[src/rtl/irqc_pkg.sv]
package irqc_pkg;
    localparam int HALF_W      = 16;
    localparam int SRC_N       = 32;
    localparam int HALF_N      = SRC_N / HALF_W;
    localparam int EN_BASE     = 0;
    localparam int PEND_BASE   = HALF_N;
    localparam int MASTER_ADDR = 2 * HALF_N;
    localparam int ADDR_W      = $clog2(MASTER_ADDR + 1);

    typedef struct packed {
        logic              we;
        logic [ADDR_W-1:0] addr;
        logic [HALF_W-1:0] wdata;
    } bus_wr_t;

    function automatic logic hits(input bus_wr_t wr, input int target);
        return wr.we && (wr.addr == ADDR_W'(target));
    endfunction
endpackage

[src/rtl/irqc_enables.sv]
module irqc_enables
    import irqc_pkg::*;
(
    input  logic              clk,
    input  logic              rst,
    input  bus_wr_t           wr,
    output logic [SRC_N-1:0]  ie_q,
    output logic [HALF_W-1:0] ime_q
);
    for (genvar h = 0; h < HALF_N; h++) begin : g_half
        always_ff @(posedge clk) begin
            if (rst) begin
                ie_q[h*HALF_W +: HALF_W] <= '0;
            end else if (hits(wr, EN_BASE + h)) begin
                ie_q[h*HALF_W +: HALF_W] <= wr.wdata;
            end
        end
    end

    always_ff @(posedge clk) begin
        if (rst) begin
            ime_q <= '0;
        end else if (hits(wr, MASTER_ADDR)) begin
            ime_q <= wr.wdata;
        end
    end
endmodule

[src/rtl/irqc_pending.sv]
module irqc_pending
    import irqc_pkg::*;
(
    input  logic             clk,
    input  logic             rst,
    input  bus_wr_t          wr,
    input  logic [SRC_N-1:0] raise,
    output logic [SRC_N-1:0] if_q
);
    for (genvar h = 0; h < HALF_N; h++) begin : g_half
        logic [HALF_W-1:0] clr;
        logic [HALF_W-1:0] nxt;

        always_comb begin
            clr = hits(wr, PEND_BASE + h) ? wr.wdata : '0;
            // a new event outranks the acknowledge of the same bit
            nxt = (if_q[h*HALF_W +: HALF_W] & ~clr) | raise[h*HALF_W +: HALF_W];
        end

        always_ff @(posedge clk) begin
            if (rst) begin
                if_q[h*HALF_W +: HALF_W] <= '0;
            end else begin
                if_q[h*HALF_W +: HALF_W] <= nxt;
            end
        end
    end
endmodule

[src/rtl/irqc_signal.sv]
module irqc_signal
    import irqc_pkg::*;
(
    input  logic              clk,
    input  logic              rst,
    input  logic [SRC_N-1:0]  raise,
    input  logic [SRC_N-1:0]  ie_q,
    input  logic [SRC_N-1:0]  if_q,
    input  logic [HALF_W-1:0] ime_q,
    output logic              irq,
    output logic              wake
);
    logic [HALF_N-1:0] half_hit;

    for (genvar h = 0; h < HALF_N; h++) begin : g_half
        assign half_hit[h] = |(ie_q[h*HALF_W +: HALF_W] & if_q[h*HALF_W +: HALF_W]);
    end

    assign irq = (ime_q != '0) && (half_hit != '0);

    always_ff @(posedge clk) begin
        if (rst) begin
            wake <= 1'b0;
        end else begin
            wake <= |(raise & ie_q);
        end
    end
endmodule

[src/rtl/irqc_top.sv]
module irqc_top
    import irqc_pkg::*;
(
    input  logic                clk,
    input  logic                rst,
    input  logic                bus_we,
    input  logic [ADDR_W-1:0]   bus_addr,
    input  logic [HALF_W-1:0]   bus_wdata,
    output logic [HALF_W-1:0]   bus_rdata,
    input  logic [SRC_N-1:0]    src_raise,
    output logic                irq_out,
    output logic                wake_out
);
    bus_wr_t           wr;
    logic [SRC_N-1:0]  ie_q;
    logic [SRC_N-1:0]  if_q;
    logic [HALF_W-1:0] ime_q;

    assign wr = '{we: bus_we, addr: bus_addr, wdata: bus_wdata};

    irqc_enables u_en (
        .clk  (clk),
        .rst  (rst),
        .wr   (wr),
        .ie_q (ie_q),
        .ime_q(ime_q)
    );

    irqc_pending u_pend (
        .clk  (clk),
        .rst  (rst),
        .wr   (wr),
        .raise(src_raise),
        .if_q (if_q)
    );

    irqc_signal u_sig (
        .clk  (clk),
        .rst  (rst),
        .raise(src_raise),
        .ie_q (ie_q),
        .if_q (if_q),
        .ime_q(ime_q),
        .irq  (irq_out),
        .wake (wake_out)
    );

    always_comb begin
        bus_rdata = '0;
        for (int h = 0; h < HALF_N; h++) begin
            if (bus_addr == ADDR_W'(EN_BASE + h))
                bus_rdata = ie_q[h*HALF_W +: HALF_W];
            if (bus_addr == ADDR_W'(PEND_BASE + h))
                bus_rdata = if_q[h*HALF_W +: HALF_W];
        end
        if (bus_addr == ADDR_W'(MASTER_ADDR))
            bus_rdata = ime_q;
    end
endmodule

[config.mk]
export PLATFORM = sky130hd
export DESIGN_NAME = irqc_top
export DESIGN_NICKNAME = d
export VERILOG_FILES = /design/src/rtl/irqc_pkg.sv /design/src/rtl/irqc_enables.sv /design/src/rtl/irqc_pending.sv /design/src/rtl/irqc_signal.sv /design/src/rtl/irqc_top.sv
export SDC_FILE = /design/constraint.sdc
export NUM_CORES = 1
export LEC_CHECK = 0
export BUFFER_PORTS_ARGS = -buffer_cell sky130_fd_sc_hd__buf_2
export CELL_PAD_IN_SITES_DETAIL_PLACEMENT = 0
export CELL_PAD_IN_SITES_GLOBAL_PLACEMENT = 1
export CORE_ASPECT_RATIO = 0.5
export CORE_MARGIN = 3
export CORE_UTILIZATION = 46
export CTS_BUF_LIST = sky130_fd_sc_hd__clkbuf_4 sky130_fd_sc_hd__clkbuf_8
export CTS_CLUSTER_SIZE = 25
export DETAILED_ROUTE_END_ITERATION = 8
export GPL_TIMING_DRIVEN = 0
export PLACE_DENSITY_LB_ADDON = 0.12
export SYNTH_ARGS = -nofsm -noshare
export SYNTH_HDL_FRONTEND = slang
export SYNTH_SLANG_ARGS = --single-unit
[constraint.sdc]
create_clock -name clk -period 3.25 [get_ports clk]
set_clock_uncertainty 0.15 [all_clocks]
set_input_delay 0.65 -clock clk [delete_from_list [all_inputs] [get_ports clk]]
set_output_delay 0.65 -clock clk [all_outputs]
set_load 0.005 [all_outputs]
After elaboration in Yosys (flattened, before gate mapping). Cells that the tools add are included.

Mux-type cells: 7. Reductions and logical operators: 12. Eq/ne operators: 4. Bitwise logic cells: 9.

Operator list (number): 2-to-1 mux 16 bit (7); AND 16 bit (4); AND 32 bit (1); inverter 16 bit (2); bitwise OR 16 bit (2); OR reduction 16 bit (2); OR reduction 32 bit (1); nonzero test 16 bit (1); equality test 3 x 2 -> 1 bit (second input constant) (2); logical AND 1 bit (6); equality test 3 x 1 -> 1 bit (second input constant) (1); equality test 3 bit (second input constant) (1); zero test 3 bit (1); nonzero test 2 bit (1).

Register bits after elaboration: 81. Word-level logic and storage cells: 38. Input port bits: 54.

Longest topological paths before layout. Gate-level depths: netlist of run 1.

Depth after elaboration: 6. Mapped depth: 5.

Hierarchy. From an unflattened synthesis of run 1, not the netlist that was laid out.

Cells, all modules: 460. Area total of the unflattened synthesis: 4309.1 µm².

Modules (own cells, without submodules): irqc_enables (instances 1, area an instance 1958.1 µm², cells an instance 178, seq. area each 960.9 µm²); irqc_pending (instances 1, area an instance 1302.5 µm², cells an instance 137, seq. area each 640.6 µm²); irqc_top (instances 1, area an instance 675.6 µm², cells an instance 96, seq. area each 0.0 µm²); irqc_signal (instances 1, area an instance 372.9 µm², cells an instance 49, seq. area each 20.0 µm²).

Worst setup path after synthesis of run 1. OpenSTA, ideal clock, no wires.

Path kind: in2out. From: in bus_addr[1]. To: out bus_rdata[10]. Data required time: 2.450 ns. Arrival: 1.456 ns. Setup slack: 0.994 ns. Stages on the path: 5. Path through: buf_4 > nor3b_2 > buf_6 > nand2_1 > o21ai_1.

Longest elaborated chain between the ends: 6. Elaborated cells on any way between the ends: 10. Classes of those cells: 4 x eq/ne; 5 x mux; 1 x reduce/logical.

RTL lines: from (decl) (line irqc_top.sv:7) `input logic [ADDR_W-1:0] bus_addr,`; zero test 3 bit (line irqc_top.sv:51) `if (bus_addr == ADDR_W'(EN_BASE + h))`; 2-to-1 mux 16 bit (line irqc_top.sv:51); 2-to-1 mux 16 bit (line irqc_top.sv:53) `if (bus_addr == ADDR_W'(PEND_BASE + h))`; 2-to-1 mux 16 bit (line irqc_top.sv:51); 2-to-1 mux 16 bit (line irqc_top.sv:53); 2-to-1 mux 16 bit (*) (line irqc_top.sv:56) `if (bus_addr == ADDR_W'(MASTER_ADDR))`; to (decl) (line irqc_top.sv:9) `output logic [HALF_W-1:0] bus_rdata,`.

Mark *: on every way between the ends. The rest lies on a longest branch, timed or not.

Final worst setup path of run 1.
From: in bus_addr[2]. To: out bus_rdata[8].

Same word-level chain as after synthesis.

==> impl_metrics.sql, run 1 <==
INSERT INTO impl_metrics (metric_group, metric, value, unit) VALUES
('status', 'run_status', 'finished clean', ''),
('synthesis', 'netlist_instances', '487', ''),
('critical_path', 'timing.critical_path.slowest_cell_delay', '460', 'ps'),
('clock_network', 'post_cts_resize_count', '0', ''),
('timing', 'slew_violations', '0', ''),
('grt', 'first_pass_grt_wire_length', '21100', 'um'),
('die', 'start_util', '0.480', ''),
('place', 'cell_count_after_placement', '669', ''),
('die', 'design.core.area', '8140', 'um2'),
('power', 'p_switching', '572', 'uW'),
('timing', 'holdWs', '325', 'ps'),
('detailed_routing', 'ant_nets', '0', ''),
('critical_path', 'startpoint_type', 'input pin', ''),
('synthesis', 'postSynthAreaPerCell', '8.03', 'um2'),
('timing', 'fin_crit_sh', '0.852', ''),
('critical_path', 'peak_fanout_along_the_critical_path', '10', ''),
('critical_path', 'cell_by_cell_listing_of_the_critical_path', 'buf_2 > buf_2 > nor3b_2 > buf_6 > nand2_1 > o21ai_0 > buf_2', ''),
('layout', 'filler_cell_count', '830', ''),
('critical_path', 'critPathRequiredTime', '2450', 'ps'),
('die', 'num_rows', '23', ''),
('clock_network', 'ctsHoldBuffers', '0', ''),
('critical_path', 'timing.critical_path.arrival', '1970', 'ps'),
('critical_path', 'setup.worst_path.end_class', 'output pin', ''),
('layout', 'ff_latch_area', '1620', 'um2'),
('critical_path', 'worst_path_most_repeated_cell', 'sky130_fd_sc_hd__buf_2', ''),
('power', 'fraction_of_power_spent_switching_nets', '0.270', ''),
('detailed_routing', 'vias', '4002', ''),
('layout', 'final_cells', '684', ''),
('worst_hold_path', 'timing.hold.worst_path_depth', '2', ''),
('grt', 'grt_antenna_before_repair', '0', ''),
('power', 'p_leak', '1.89', 'nW'),
('clock_network', 'cts.repair_timing.setup_buffer_count', '0', ''),
('critical_path', 'worst_path_max_delay_cell', 'sky130_fd_sc_hd__nor3b_2', ''),
('power', 'power_frac_seq', '0.507', ''),
('synthesis', 'synth_flop_cell', 'sky130_fd_sc_hd__dfxtp_1', ''),
('detailed_routing', 'drt-vias-per-instance', '5.85', ''),
('clock_network', 'tritoncts_num_sinks', '81', ''),
('layout', 'multiInputGateArea', '1880', 'um2'),
('timing', 'finalWorstPathRequiredPeriod', '2770', 'ps'),
('die', 'total_die_area', '9720', 'um2'),
('synthesis', 'async_reset_ff_frac', '0', ''),
('timing', 'grt_setup_unrepaired', 'false', ''),
('clock_network', 'cts_max_level', '3', ''),
('worst_hold_path', 'min_path_type', 'reg2reg', ''),
('timing', 'setup_viol', '0', ''),
('grt', 'grt_pass1_vias', '3581', ''),
('detailed_routing', 'drt_first_pass_iters', '5', ''),
('layout', 'layout-area-overhead-vs-synth', '17.6', '%'),
('clock_network', 'tritoncts_clock_tree', 'built', ''),
('layout', 'num_antenna_cells', '0', ''),
('die', 'fp.dieW', '136', 'um'),
('synthesis', 'synth.yosys.warnings', '0', ''),
('layout', 'final_layout_size_suffix_gt1_frac', '0.213', ''),
('clock_network', 'tritoncts.num_buffers', '9', ''),
('run', 'max-cap-violations', '0', ''),
('synthesis', 'seq_area_frac_synth', '0.414', ''),
('timing', 'max_freq', '361', 'MHz'),
('grt', 'overflow', '0', ''),
('grt', 'grt_use_total', '0.299', ''),
('detailed_routing', 'routed_wire_length_per_instance', '20.1', 'um'),
('detailed_routing', 'detailedRoute.firstIterationViolations', '454', ''),
('power', 'clock_power_share', '0.364', ''),
('critical_path', 'reg2regPathDepth', '3', ''),
('place', 'routabilityCongestion', '0.976', ''),
('synthesis', 'synth-edff-count', '0', ''),
('clock_network', 'clock-root-buffer', 'sky130_fd_sc_hd__clkbuf_8', ''),
('clock_network', 'clk_latency', '380', 'ps'),
('timing', 'final_hold_vios', '0', ''),
('power', 'power.density', '460', 'nW/um2'),
('power', 'power.internal', '1.55', 'mW'),
('clock_network', 'cts.path.max_buffers', '2', '');
==> cells in the final DEF, fill, tap and decap left out <==
master                      Yosys  final
sky130_fd_sc_hd__nand2_1      112    112
sky130_fd_sc_hd__dfxtp_1       81     81
sky130_fd_sc_hd__a21oi_1       80     80
sky130_fd_sc_hd__buf_2          5     75
sky130_fd_sc_hd__inv_1         65     65
sky130_fd_sc_hd__o21ai_0       44     44
sky130_fd_sc_hd__a22oi_1       32     32
sky130_fd_sc_hd__mux4_2        16     16
sky130_fd_sc_hd__clkbuf_1      12     12
sky130_fd_sc_hd__clkbuf_8       0     11
sky130_fd_sc_hd__nand4_1        9      9
sky130_fd_sc_hd__buf_6          4      4
sky130_fd_sc_hd__buf_4          4      4
sky130_fd_sc_hd__o21ai_1        4      4
sky130_fd_sc_hd__nor4_1         4      4
sky130_fd_sc_hd__clkbuf_2       4      4
sky130_fd_sc_hd__o41a_1         2      2
sky130_fd_sc_hd__nand4bb_1      2      2
sky130_fd_sc_hd__clkinv_2       0      2
sky130_fd_sc_hd__nor3b_2        1      1
sky130_fd_sc_hd__nor4b_4        1      1
sky130_fd_sc_hd__or4b_1         1      1
sky130_fd_sc_hd__nand4b_1       1      1
sky130_fd_sc_hd__nand4bb_2      1      1
sky130_fd_sc_hd__and4bb_2       1      1
sky130_fd_sc_hd__nor4bb_1       1      1
sky130_fd_sc_hd__clkbuf_4       0      1
sky130_fd_sc_hd__bufinv_16      0      1
==> cells in the mapped netlist, drive strengths merged (2+ instances only) <==
master / instances / area (um2)
nand4bb: 3 / 38.8
o41a: 2 / 22.5
dfxtp: 81 / 1620
a21oi: 80 / 400
a22oi: 32 / 240
inv: 65 / 244
buf: 13 / 100
nand2: 112 / 420
mux4: 16 / 360
o21ai: 48 / 240
nor4: 4 / 25.0
clkbuf: 16 / 65.1
nand4: 9 / 56.3
==> final timing paths <==
| path | startpoint | end | slack [ps] |
|---|---|---|---|
| max | bus_addr[2] | bus_rdata[8] | 480 |
| min | u_en.ime_q[10] | u_en.ime_q[10] | 330 |
| min reg2reg | u_en.ime_q[10] | u_en.ime_q[10] | 330 |
| max reg2reg | u_en.ie_q[2] | u_sig.wake | 1730 |
==> stage by stage <==
step / worst slack [ps] / instance area [um2] / util / power (mW)
floorplan: 994 / 3910 / - / 1.23
global placement: 493 / 4400 / 0.541 / 1.36
detailed placement: 468 / 4400 / 0.541 / 1.36
CTS: 463 / 4600 / 0.565 / 2.12
global route: 318 / 4600 / 0.565 / 2.20
finish: 482 / 4600 / 0.565 / 2.12
==> worst max-delay path, delay by kind of cell <==
kind / cells / cell delay, ps
buffers and inverters: 4 / 710
AND/OR/NAND/NOR: 2 / 520
AO/OA/AOI/OAI: 1 / 70
==> power groups by stage <==
stage / Clock [mW] / Sequential [mW] / Combinational [mW]
6_report: 0.772 / 1.07 / 0.273
4_1_cts: 0.783 / 1.07 / 0.269
2_1_floorplan: 0 / 1.08 / 0.148
3_3_place_gp: 0 / 1.09 / 0.266
3_5_place_dp: 0 / 1.09 / 0.268
5_1_grt: 0.823 / 1.08 / 0.301
==> metal layers <==
metal	global-route usage	routed length, um
met1	0.463	6550
met4	0.0670	235
met3	0.0982	1430
met2	0.401	5550
met5	0	0
==> flip-flops by register name, summed over array words and instances (netlist names) <==
name and cells:
u_sig.wake 1, u_pend.if_q 32, u_en.ime_q 16, u_en.ie_q 32
==> cell type report <==
type / count / area share
multi-input cells: 312 / 0.409
flip-flops and latches: 81 / 0.352
repair buffers: 70 / 0.0761
inverters: 65 / 0.0530
plain buffers: 29 / 0.0359
clock buffers: 12 / 0.0345
well taps: 112 / 0.0305
clock inverters: 3 / 0.00870
==> cells by family (layout without fill, tap and decap cells) <==
group | after synthesis | in the layout | share of synthesized area
simple gates | 134 | 134 | 0.158
compound gates | 162 | 162 | 0.231
flops | 81 | 81 | 0.414
buf+inv | 94 | 179 | 0.105
mux | 16 | 16 | 0.0921
Power figures use the tool's default switching activity.
==> run 2, diff against run 1 <==
--- a/config.mk
+++ b/config.mk
@@ -8,10 +8,9 @@
 export BUFFER_PORTS_ARGS = -buffer_cell sky130_fd_sc_hd__buf_2
 export CELL_PAD_IN_SITES_DETAIL_PLACEMENT = 0
 export CELL_PAD_IN_SITES_GLOBAL_PLACEMENT = 1
-export CORE_ASPECT_RATIO = 0.5
+export CORE_ASPECT_RATIO = 1.5
 export CORE_MARGIN = 3
-export CORE_UTILIZATION = 46
-export CTS_BUF_LIST = sky130_fd_sc_hd__clkbuf_4 sky130_fd_sc_hd__clkbuf_8
+export CORE_UTILIZATION = 44
 export CTS_CLUSTER_SIZE = 25
 export DETAILED_ROUTE_END_ITERATION = 8
 export GPL_TIMING_DRIVEN = 0
==> impl_metrics.sql, run 2 (same netlist as run 1, synthesis figures left out) <==
INSERT INTO impl_metrics (metric_group, metric, value, unit) VALUES
('clock_network', 'cts.path.max_buffers', '2', ''),
('timing', 'grt_setup_unrepaired', 'false', ''),
('place', 'detailedPlacementHpwl', '10300', 'um'),
('detailed_routing', 'routed_wire_length_per_instance', '20.1', 'um'),
('layout', 'layout-area-overhead-vs-synth', '19.1', '%'),
('die', 'design.core.area', '8520', 'um2'),
('grt', 'grt_antenna_before_repair', '0', ''),
('critical_path', 'critPathRequiredTime', '2450', 'ps'),
('clock_network', 'cts_max_level', '3', ''),
('clock_network', 'tritoncts.num_buffers', '9', ''),
('run', 'max-cap-violations', '0', ''),
('timing', 'finalWorstPathRequiredPeriod', '2740', 'ps'),
('layout', 'final_layout_size_suffix_gt1_frac', '0.207', ''),
('clock_network', 'clock-root-buffer', 'sky130_fd_sc_hd__clkbuf_16', ''),
('clock_network', 'tritoncts_clock_tree', 'built', ''),
('layout', 'layout.core_utilization', '0.547', ''),
('power', 'power.density', '490', 'nW/um2'),
('die', 'total_die_area', '10100', 'um2'),
('timing', 'worst-slew-pin-transition', '729', 'ps'),
('clock_network', 'path_clk_slew', '60', 'ps'),
('die', 'start_util', '0.459', ''),
('grt', 'grt_max_degree', '12', ''),
('status', 'run_status', 'finished clean', ''),
('timing', 'fin_crit_sh', '0.842', ''),
('clock_network', 'clk_latency', '340', 'ps'),
('power', 'p_leak', '1.91', 'nW'),
('place', 'buffer_ports.inserted', '70', ''),
('clock_network', 'tritoncts_num_sinks', '81', ''),
('place', 'routabilityCongestion', '0.934', ''),
('layout', 'most_common_library_cell_in_the_layout_ignoring_fill_and_taps', 'sky130_fd_sc_hd__nand2_1', ''),
('clock_network', 'post_cts_resize_count', '0', ''),
('critical_path', 'peak_fanout_along_the_critical_path', '10', ''),
('detailed_routing', 'ant_nets', '0', ''),
('clock_network', 'ctsHoldBuffers', '0', ''),
('detailed_routing', 'drt_first_pass_iters', '5', ''),
('critical_path', 'setup.worst_path.end_class', 'output pin', ''),
('timing', 'worst_setup_slack_after_layout', '514', 'ps'),
('clock_network', 'cts.repair_timing.setup_buffer_count', '0', ''),
('timing', 'setup_viol', '0', ''),
('grt', 'grt_pass1_vias', '3878', ''),
('layout', 'filler_cell_count', '856', ''),
('place', 'pre_cts_slack', '522', 'ps'),
('worst_hold_path', 'min_path_type', 'reg2reg', ''),
('detailed_routing', 'vias', '3945', ''),
('die', 'die_h', '121', 'um'),
('power', 'total_power', '2.28', 'mW'),
('detailed_routing', 'drc', '0', ''),
('die', 'pin_count', '72', ''),
('detailed_routing', 'totalWireLength', '13700', 'um'),
('timing', 'max_freq', '365', 'MHz'),
('die', 'fp.dieW', '83.0', 'um'),
('detailed_routing', 'detailedRoute.firstIterationViolations', '372', ''),
('timing', 'slew_violations', '0', ''),
('grt', 'overflow', '0', ''),
('critical_path', 'criticalPathCategory', 'in2out', ''),
('grt', 'first_pass_grt_wire_length', '21100', 'um'),
('critical_path', 'startpoint_type', 'input pin', ''),
('detailed_routing', 'drt-vias-per-instance', '5.82', ''),
('timing', 'final_hold_vios', '0', ''),
('die', 'num_rows', '41', ''),
('grt', 'grt_use_total', '0.279', ''),
('layout', 'largest_registers', 'u_en.ie_q x32, u_pend.if_q x32, u_en.ime_q x16', ''),
('layout', 'final_cell_mix', 'sky130_fd_sc_hd__nand2_1 (112), sky130_fd_sc_hd__dfxtp_1 (81), sky130_fd_sc_hd__a21oi_1 (80)', ''),
('layout', 'nNetsFinal', '622', ''),
('layout', 'final_cells', '678', ''),
('timing', 'fin_setup_tns', '0', 'ps'),
('timing', 'timing.slew.headroom', '0.514', ''),
('place', 'cell_count_after_placement', '664', ''),
('power', 'ir_worst_vdd', '0.000293', 'V'),
('layout', 'num_antenna_cells', '0', ''),
('critical_path', 'timing.critical_path.arrival', '1940', 'ps');
run 2: cell types whose count changed in the layout (fill, tap and decap cells not counted), sizes merged:
cell	before	now
bufinv	1	0
clkbuf	28	30
clkinv	2	0
run 2: per-layer routing:
layer / wire length, um / track usage
met5: 0 / 0
met4: 445 / 0.130
met3: 997 / 0.0550
met2: 6840 / 0.480
met1: 5370 / 0.334
run 2: critical path: stages:
cell	delay, ps
sky130_fd_sc_hd__buf_2	150
sky130_fd_sc_hd__buf_2	210
sky130_fd_sc_hd__nor3b_2	450
sky130_fd_sc_hd__buf_6	210
sky130_fd_sc_hd__nand2_1	60
sky130_fd_sc_hd__o21ai_0	70
sky130_fd_sc_hd__buf_2	130
run 2: final cells by class:
class | count | area, um2 | share of cell area
buffer | 29 | 165 | 0.0354
clock buffer | 14 | 264 | 0.0566
inverter | 65 | 244 | 0.0523
multi-input combinational | 312 | 1880 | 0.404
sequential | 81 | 1620 | 0.348
tap | 107 | 134 | 0.0287
timing repair buffer | 70 | 350 | 0.0752
run 2: worst paths after layout:
path	from	end	slack, ps	cells past startpoint
worst max-delay path	bus_addr[2]	bus_rdata[7]	510	7
worst min-delay path	u_en.ime_q[11]	u_en.ime_q[11]	320	2
worst max register to register	u_en.ie_q[15]	u_sig.wake	1720	3
worst min register to register	u_en.ime_q[11]	u_en.ime_q[11]	320	2
run 2: power by group:
group / switching [mW] / internal [mW] / total (mW)
logic: 0.159 / 0.112 / 0.271
registers: 0.0369 / 1.04 / 1.07
clock network: 0.387 / 0.552 / 0.939
run 2: metrics by stage:
step                      cell area (um2)  hold WS (ps)
after floorplan                      3910           299
final                                4660           324
after detailed placement             4400           318
after CTS                            4660           324
after global routing                 4660           348
after global placement               4400           307
==> run 3, diff against run 2 <==
--- a/config.mk
+++ b/config.mk
@@ -10,7 +10,7 @@
 export CELL_PAD_IN_SITES_GLOBAL_PLACEMENT = 1
 export CORE_ASPECT_RATIO = 1.5
 export CORE_MARGIN = 3
-export CORE_UTILIZATION = 44
+export CORE_UTILIZATION = 41
 export CTS_CLUSTER_SIZE = 25
 export DETAILED_ROUTE_END_ITERATION = 8
 export GPL_TIMING_DRIVEN = 0
==> constraint.sdc (replaced) <==
create_clock -name clk -period 2.8 [get_ports clk]
set_clock_uncertainty 0.15 [all_clocks]
set_input_delay 0.56 -clock clk [delete_from_list [all_inputs] [get_ports clk]]
set_output_delay 0.56 -clock clk [all_outputs]
set_load 0.005 [all_outputs]
==> impl_metrics.sql, run 3 (same netlist as run 1, synthesis figures left out) <==
INSERT INTO impl_metrics (metric_group, metric, value, unit) VALUES
('status', 'run_status', 'finished clean', ''),
('place', 'routabilityCongestion', '0.905', ''),
('timing', 'slew_violations', '0', ''),
('power', 'combinational_fraction_of_design_power', '0.123', ''),
('critical_path', 'peak_fanout_along_the_critical_path', '10', ''),
('clock_network', 'cts_max_level', '3', ''),
('critical_path', 'regToRegSetupSlack', '1320', 'ps'),
('clock_network', 'cts.repair_timing.setup_buffer_count', '0', ''),
('timing', 'worst-slew-pin-transition', '777', 'ps'),
('timing', 'grt_setup_unrepaired', 'false', ''),
('critical_path', 'critPathRequiredTime', '2090', 'ps'),
('clock_network', 'post_cts_resize_count', '0', ''),
('detailed_routing', 'drt_first_pass_iters', '5', ''),
('layout', 'final_cell_mix', 'sky130_fd_sc_hd__nand2_1 (112), sky130_fd_sc_hd__dfxtp_1 (81), sky130_fd_sc_hd__a21oi_1 (80)', ''),
('critical_path', 'timing.critical_path.arrival', '1840', 'ps'),
('critical_path', 'setup.worst_path.end_class', 'output pin', ''),
('grt', 'grt_pass1_vias', '3878', ''),
('critical_path', 'startpoint', 'bus_addr[2]', ''),
('layout', 'layout.core_utilization', '0.502', ''),
('timing', 'max_freq', '392', 'MHz'),
('power', 'p_leak', '1.91', 'nW'),
('detailed_routing', 'ant_nets', '0', ''),
('die', 'num_rows', '43', ''),
('run', 'max-cap-violations', '0', ''),
('detailed_routing', 'topRoutingLayerUsed', 'met4', ''),
('detailed_routing', 'met1Wirelength', '5320', 'um'),
('timing', 'finalWorstPathRequiredPeriod', '2550', 'ps'),
('detailed_routing', 'drc', '0', ''),
('timing', 'holdWs', '322', 'ps'),
('timing', 'fin_setup_tns', '0', 'ps'),
('grt', 'grt_use_total', '0.267', ''),
('power', 'total_power', '2.59', 'mW'),
('die', 'design.core.area', '9250', 'um2'),
('layout', 'most_common_library_cell_in_the_layout_ignoring_fill_and_taps', 'sky130_fd_sc_hd__nand2_1', ''),
('place', 'detailedPlacementHpwl', '10700', 'um'),
('layout', 'num_antenna_cells', '0', ''),
('detailed_routing', 'met3_length', '1180', 'um'),
('critical_path', 'startpoint_type', 'input pin', ''),
('worst_hold_path', 'timing.hold.worst.start', 'src_raise[24]', ''),
('power', 'p_switching', '664', 'uW'),
('critical_path', 'reg2regPathDepth', '3', ''),
('die', 'die_h', '126', 'um'),
('timing', 'final_hold_vios', '0', ''),
('power', 'power_frac_seq', '0.482', ''),
('grt', 'overflow', '0', ''),
('timing', 'worst_setup_slack_after_layout', '247', 'ps'),
('detailed_routing', 'routed_wire_length_on_met2', '6830', 'um'),
('detailed_routing', 'vias', '3913', ''),
('layout', 'nNetsFinal', '622', ''),
('place', 'buffer_ports.inserted', '70', ''),
('clock_network', 'cts.path.max_buffers', '2', ''),
('layout', 'final_cells', '683', ''),
('clock_network', 'clk_latency', '330', 'ps'),
('power', 'ir_worst_vdd', '0.000300', 'V'),
('detailed_routing', 'detailedRoute.firstIterationViolations', '345', ''),
('critical_path', 'criticalPathCategory', 'in2out', ''),
('die', 'start_util', '0.423', ''),
('die', 'fp.dieW', '85.8', 'um'),
('critical_path', 'regToRegStartpoint', 'u_en.ie_q[19]', ''),
('layout', 'final_layout_size_suffix_gt1_frac', '0.205', ''),
('clock_network', 'ctsHoldBuffers', '0', ''),
('die', 'total_die_area', '10800', 'um2'),
('clock_network', 'tritoncts.num_buffers', '9', ''),
('critical_path', 'worst_r2r_endpoint', 'u_sig.wake', ''),
('power', 'power.density', '557', 'nW/um2'),
('timing', 'timing.slew.headroom', '0.482', ''),
('worst_hold_path', 'hold-path-endpoint', 'u_pend.if_q[24]', ''),
('grt', 'grt_antenna_before_repair', '0', ''),
('worst_hold_path', 'timing.hold.worst_path_depth', '3', ''),
('grt', 'grt_max_degree', '12', ''),
('timing', 'fin_crit_sh', '0.912', ''),
('worst_hold_path', 'min_path_type', 'in2reg', ''),
('die', 'pin_count', '72', ''),
('detailed_routing', 'drt-vias-per-instance', '5.73', ''),
('layout', 'layout-area-overhead-vs-synth', '18.8', '%'),
('clock_network', 'path_clk_slew', '60', 'ps'),
('clock_network', 'clock-root-buffer', 'sky130_fd_sc_hd__clkbuf_16', ''),
('clock_network', 'tritoncts_clock_tree', 'built', ''),
('grt', 'first_pass_grt_wire_length', '21400', 'um'),
('place', 'dpl_cell_area', '4400', 'um2'),
('detailed_routing', 'totalWireLength', '14000', 'um'),
('timing', 'setup_viol', '0', ''),
('layout', 'final_cell_area', '4650', 'um2'),
('place', 'pre_cts_slack', '238', 'ps'),
('detailed_routing', 'routed_wire_length_per_instance', '20.4', 'um'),
('power', 'clock_power_share', '0.395', ''),
('place', 'cell_count_after_placement', '669', ''),
('layout', 'largest_registers', 'u_en.ie_q x32, u_pend.if_q x32, u_en.ime_q x16', ''),
('power', 'fraction_of_power_spent_switching_nets', '0.256', ''),
('clock_network', 'tritoncts_num_sinks', '81', ''),
('power', 'power.internal', '1.92', 'mW');
==> run 3: changes by cell type in the layout (fill, tap and decap cells not counted) <==
cell / change
sky130_fd_sc_hd__clkinv_2: +1
sky130_fd_sc_hd__clkbuf_8: -2
sky130_fd_sc_hd__clkbuf_1: +1
==> run 3: layout make-up <==
class,count,area [um2]
clock buffer,13,240
timing repair buffer,70,350
clock inverter,1,5.00
inverter,65,244
tap,112,140
sequential,81,1620
multi-input combinational,312,1880
fill,934,4610
buffer,29,165
==> run 3: worst max-delay path by stage <==
| stage | slack [ps] | endpoint |
|---|---|---|
| 2_1_floorplan | 720 | bus_rdata[10] |
| 3_3_place_gp | 270 | bus_rdata[7] |
| 3_5_place_dp | 240 | bus_rdata[7] |
| 4_1_cts | 230 | bus_rdata[7] |
| 5_1_grt | 90 | bus_rdata[6] |
| 6_report | 250 | bus_rdata[7] |
==> run 3: power groups by stage <==
stage          Clock (mW)  Sequential, mW  Combinational, mW
6_report             1.02            1.25              0.318
5_1_grt              1.08            1.25              0.347
4_1_cts              1.03            1.25              0.316
3_5_place_dp            0            1.27              0.315
3_3_place_gp            0            1.27              0.311
2_1_floorplan           0            1.25              0.172
==> run 3: layer usage <==
metal  global-route usage  up-vias
met5                    0        -
met4                0.130        0
met2                0.446      226
met3               0.0425       42
met1                0.333     1809
li1                     -     1836
==> run 3: worst max-delay path: stages <==
cell and delay, ps:
sky130_fd_sc_hd__buf_2 150, sky130_fd_sc_hd__buf_2 210, sky130_fd_sc_hd__nor3b_2 440, sky130_fd_sc_hd__buf_6 210
sky130_fd_sc_hd__nand2_1 60, sky130_fd_sc_hd__o21ai_0 70, sky130_fd_sc_hd__buf_2 130
